$ cat config.mk
export PLATFORM = sky130hd
export DESIGN_NAME = flash_halfword_prefetch
export DESIGN_NICKNAME = d
export VERILOG_FILES = /design/src/rtl/flash_halfword_prefetch.sv
export SDC_FILE = /design/constraint.sdc
export NUM_CORES = 1
export LEC_CHECK = 0
export BUFFER_PORTS_ARGS = -buffer_cell sky130_fd_sc_hd__buf_4
export CORE_MARGIN = 2
export CORE_UTILIZATION = 60
export CTS_CLUSTER_DIAMETER = 200
export DETAILED_ROUTE_END_ITERATION = 6
export PLACE_DENSITY = 0.94
export SETUP_SLACK_MARGIN = 0.15
export SLEW_MARGIN = 0
export SYNTH_ARGS = -nofsm -noshare
export SYNTH_HDL_FRONTEND = slang
export SYNTH_SLANG_ARGS = --single-unit
$ cat constraint.sdc
create_clock -name clk -period 3.8 [get_ports clk]
set_input_delay 1.14 -clock clk [delete_from_list [all_inputs] [get_ports clk]]
set_output_delay 1.14 -clock clk [all_outputs]
set_load 0.01 [all_outputs]
$ cat src/rtl/flash_halfword_prefetch.sv
module flash_halfword_prefetch #(
  parameter int ADDR_W     = 16,
  parameter int WS_W       = 4,
  parameter int BUF_MIN_WS = 2
) (
  input  logic              clk,
  input  logic              rst_n,
  input  logic [WS_W-1:0]   wait_states,
  input  logic              req_valid,
  input  logic [ADDR_W-1:1] req_addr,
  output logic              rsp_ready,
  output logic [15:0]       rsp_data,
  output logic              arr_en,
  output logic [ADDR_W-3:0] arr_addr,
  input  logic [31:0]       arr_rdata
);
  localparam int WA_W = ADDR_W - 2;

  logic [WS_W-1:0] ws_q, cnt;
  logic            busy, buf_vld, pend_hi;
  logic [WA_W-1:0] buf_wa, pend_wa;
  logic [31:0]     buf_data;

  wire [WA_W-1:0] req_wa   = req_addr[ADDR_W-1:2];
  wire            ws_chg   = wait_states != ws_q;
  wire            buffered = wait_states >= WS_W'(BUF_MIN_WS);
  wire            accept   = req_valid & ~busy;
  wire            hit      = buf_vld & ~ws_chg & buffered & (buf_wa == req_wa);
  wire [WS_W-1:0] miss_len = (wait_states == '0) ? WS_W'(1) : wait_states;
  wire            start    = accept & ~hit;
  wire            fill     = (start & (miss_len == WS_W'(1))) | (busy & (cnt == WS_W'(1)));
  wire            fill_hi  = busy ? pend_hi : req_addr[1];

  assign arr_en   = start | busy;
  assign arr_addr = busy ? pend_wa : req_wa;

  always_ff @(posedge clk) begin
    if (!rst_n) begin
      ws_q      <= '0;
      cnt       <= '0;
      busy      <= 1'b0;
      buf_vld   <= 1'b0;
      pend_hi   <= 1'b0;
      buf_wa    <= '0;
      pend_wa   <= '0;
      buf_data  <= '0;
      rsp_ready <= 1'b0;
      rsp_data  <= '0;
    end else begin
      ws_q      <= wait_states;
      rsp_ready <= 1'b0;
      if (accept && hit) begin
        rsp_ready <= 1'b1;
        rsp_data  <= req_addr[1] ? buf_data[31:16] : buf_data[15:0];
      end
      if (start && miss_len != WS_W'(1)) begin
        busy    <= 1'b1;
        cnt     <= miss_len - WS_W'(1);
        pend_wa <= req_wa;
        pend_hi <= req_addr[1];
      end
      if (busy) begin
        if (cnt == WS_W'(1)) busy <= 1'b0;
        else                 cnt  <= cnt - WS_W'(1);
      end
      if (fill) begin
        buf_data  <= arr_rdata;
        buf_wa    <= arr_addr;
        buf_vld   <= 1'b1;
        rsp_ready <= 1'b1;
        rsp_data  <= fill_hi ? arr_rdata[31:16] : arr_rdata[15:0];
      end
      if (ws_chg) buf_vld <= 1'b0;
    end
  end
endmodule

==> impl_metrics.csv <==
group,metric,value,unit
grt,grt_pass1_vias,3960,
place,dp.cells,632,
cts,cts_inserted_buffers,9,
final_layout,stdcell_count,649,
run_status,outcome,"complete, no violations",
place,gp_congestion,0.8723,
timing,fin_crit,3.503,ns
floorplanning,ioPinCount,86,
setup_path,path_class,"primary input to output port",
routing,wl_per_cell,18.53,µm
cts,htreeDepth,3,
grt,gr-usage-all-layers,28.59,%
cts,clock-sinks,88,
routing,ant_nets,0,
timing,setup_violations,0,
yosys,synth-seq-area-share,39.55,%
routing,drc_errors,0,
cts,cts-hold-fix-buffers,0,
grt,grt_max_degree,67,
grt,grt_overflow,0,
timing,fin_tns_setup,0,ns
final_layout,design_area,0.005375,mm²
power_and_ir_drop,power.total,2.147,mW
cts,root_buffer,"clkbuf_8",
timing,drv_slew,0,
place,io_buffer_count,85,
yosys,synth_edf_count,0,
power_and_ir_drop,ir_drop,240.7,µV
floorplanning,die_w,90.16,µm
routing,via_per_inst,6.424,
yosys,synthArstFlopShare,0,%
yosys,avgSynthCellArea,9.241,µm²
yosys,netlist_instances,482,
timing,hold_viol_final,0,
timing,tightest_slew,1.024,ns
setup_path,path_max_fanout,3,
cts,insertion_delay,0.36,ns
power_and_ir_drop,power.leakage,2.413,nW
routing,drtIter0Drc,289,
final_layout,layout_common_cells,"buf_4 (98), dfxtp_1 (88), o21ai_0 (64)",
floorplanning,die-area,0.008129,mm²
final_layout,num-nets-final,603,
setup_path,worstPathRequired,2.66,ns
floorplanning,core_area,0.007214,mm²
yosys,syn_nets,540,
timing,post-route-period-util,92.17,%
flow_run,cap_violations,0,
floorplanning,die_h,90.16,µm
setup_path,cp-start-kind,"primary input",
timing,relSlewSlack,31.66,%
setup_path,worst_setup_path_end_kind,"output port",
floorplanning,start_util,61.74,%
cts,cts.path.max_buffers,2,
cts,clk_pin_slew_worst_paths,0.09,ns
yosys,ys_seq_elements,88,
grt,grt_pass1_wl,19.15,mm
routing,drt_wl_total,12.03,mm
floorplanning,rows,31,
yosys,synth_cell_types,42,
hold_path,hold_path_class,"flop to flop",
final_layout,antenna_cells,0,
power_and_ir_drop,p_per_area,399.5,mW/mm²
cts,cts_tree,"yes",
timing,max_freq,285.5,MHz
place,postPlaceCellArea,0.005127,mm²
timing,rsz0062_at_grt,"no",
grt,antenna_found_initial,0,
routing,dr.pass1.iters,5,
yosys,syn-cell-area,0.004454,mm²
place,dpl.hpwl,7.555,mm
yosys,synth_ff_type,"dfxtp_1",
timing,finClkSkew,0.009698,ns
final_layout,syn2layout_area_growth,20.67,%
yosys,yosysWarnings,0,
routing,vias,4169,
setup_path,cp.arrival,2.36,ns
final_layout,final_common_cell,"buf_4",
final_layout,finalCoreUtilization,74.51,%
final_layout,final_layout_size_suffix_gt1_share,31.64,%
==> per-stage QoR <==
step,setup slack [ns],hold WS [ns]
floorplan,0.5363,0.4403
global placement,0.1671,0.4468
detailed placement,0.1924,0.4550
CTS,0.1881,0.4678
global route,0.1694,0.4849
finish,0.2975,0.4660
==> sequential cells by signal (all words and copies together) (netlist names) <==
name	count
rsp_ready	1
cnt	4
buf_data	32
pend_hi	1
ws_q	4
rsp_data	16
buf_vld	1
busy	1
buf_wa	14
pend_wa	14
==> where the power goes <==
group          switching, mW  total (mW)  internal [mW]
logic                  0.201       0.395          0.194
clock network          0.350       0.742          0.392
registers             0.0384        1.01          0.973
==> worst max-delay path, stage by stage <==
cell and delay (ns):
buf_4 0.13, xor2_1 0.16, nor4_2 0.33, nand4_1 0.23, o21ai_1 0.17, nand2b_1 0.06
buf_4 0.14
==> area by class of cell <==
| cell class | instances | area (µm²) |
|---|---|---|
| well taps | 99 | 123.9 |
| repair buffers | 98 | 735.7 |
| inverters | 6 | 22.52 |
| clock buffers | 10 | 137.6 |
| multi-input cells | 342 | 2504 |
| flip-flops and latches | 88 | 1762 |
| clock inverters | 6 | 90.09 |
| fillers | 502 | 1839 |
==> metal layers <==
layer	part of all wire [%]	track usage [%]	up-vias
li1	-	-	1905
met1	42	36.96	2013
met2	49	46.74	225
met3	7.1	4.946	26
met4	2.4	13.21	0
met5	0	0	-
==> cells in the mapped netlist (14+ instances only) <==
| cell | instances | share of area, % |
|---|---|---|
| a21oi_1 | 53 | 6.0 |
| clkbuf_1 | 35 | 2.9 |
| dfxtp_1 | 88 | 40 |
| mux2_2 | 37 | 9.4 |
| mux2i_1 | 16 | 3.6 |
| nand3_1 | 48 | 5.4 |
| o211a_1 | 14 | 3.1 |
| o21ai_0 | 65 | 7.3 |
| o311a_1 | 16 | 3.6 |
| or3_1 | 14 | 2.0 |
| xor2_1 | 16 | 3.1 |
==> final timing paths <==
path                             startpoint                         to  slack, ns  cells after the start
setup / recovery                req_addr[6]                     arr_en       0.30                      7
hold / removal    buf_data[28]$_SDFFE_PN0N_  buf_data[28]$_SDFFE_PN0N_       0.47                      2
setup reg to reg            busy$_SDFF_PN0_     buf_wa[5]$_SDFFE_PN0N_       1.02                      4
hold reg to reg   buf_data[28]$_SDFFE_PN0N_  buf_data[28]$_SDFFE_PN0N_       0.47                      2
==> logic make-up after synthesis <==
group                      synth area share, %
AOI/OAI and AO/OA                        22.13
adders and majority gates                1.124
and+or+nand+nor                          12.25
buffers and inverters                    4.719
muxes                                    16.29
DFF                                      39.55
xor gates and xnor gates                 3.932
==> what timing repair did <==
item	4_1_cts	5_1_grt
resized for setup	0	3
buffers inserted	0	1
setup endpoints to repair	0	1
Power figures use the tool's default switching activity.
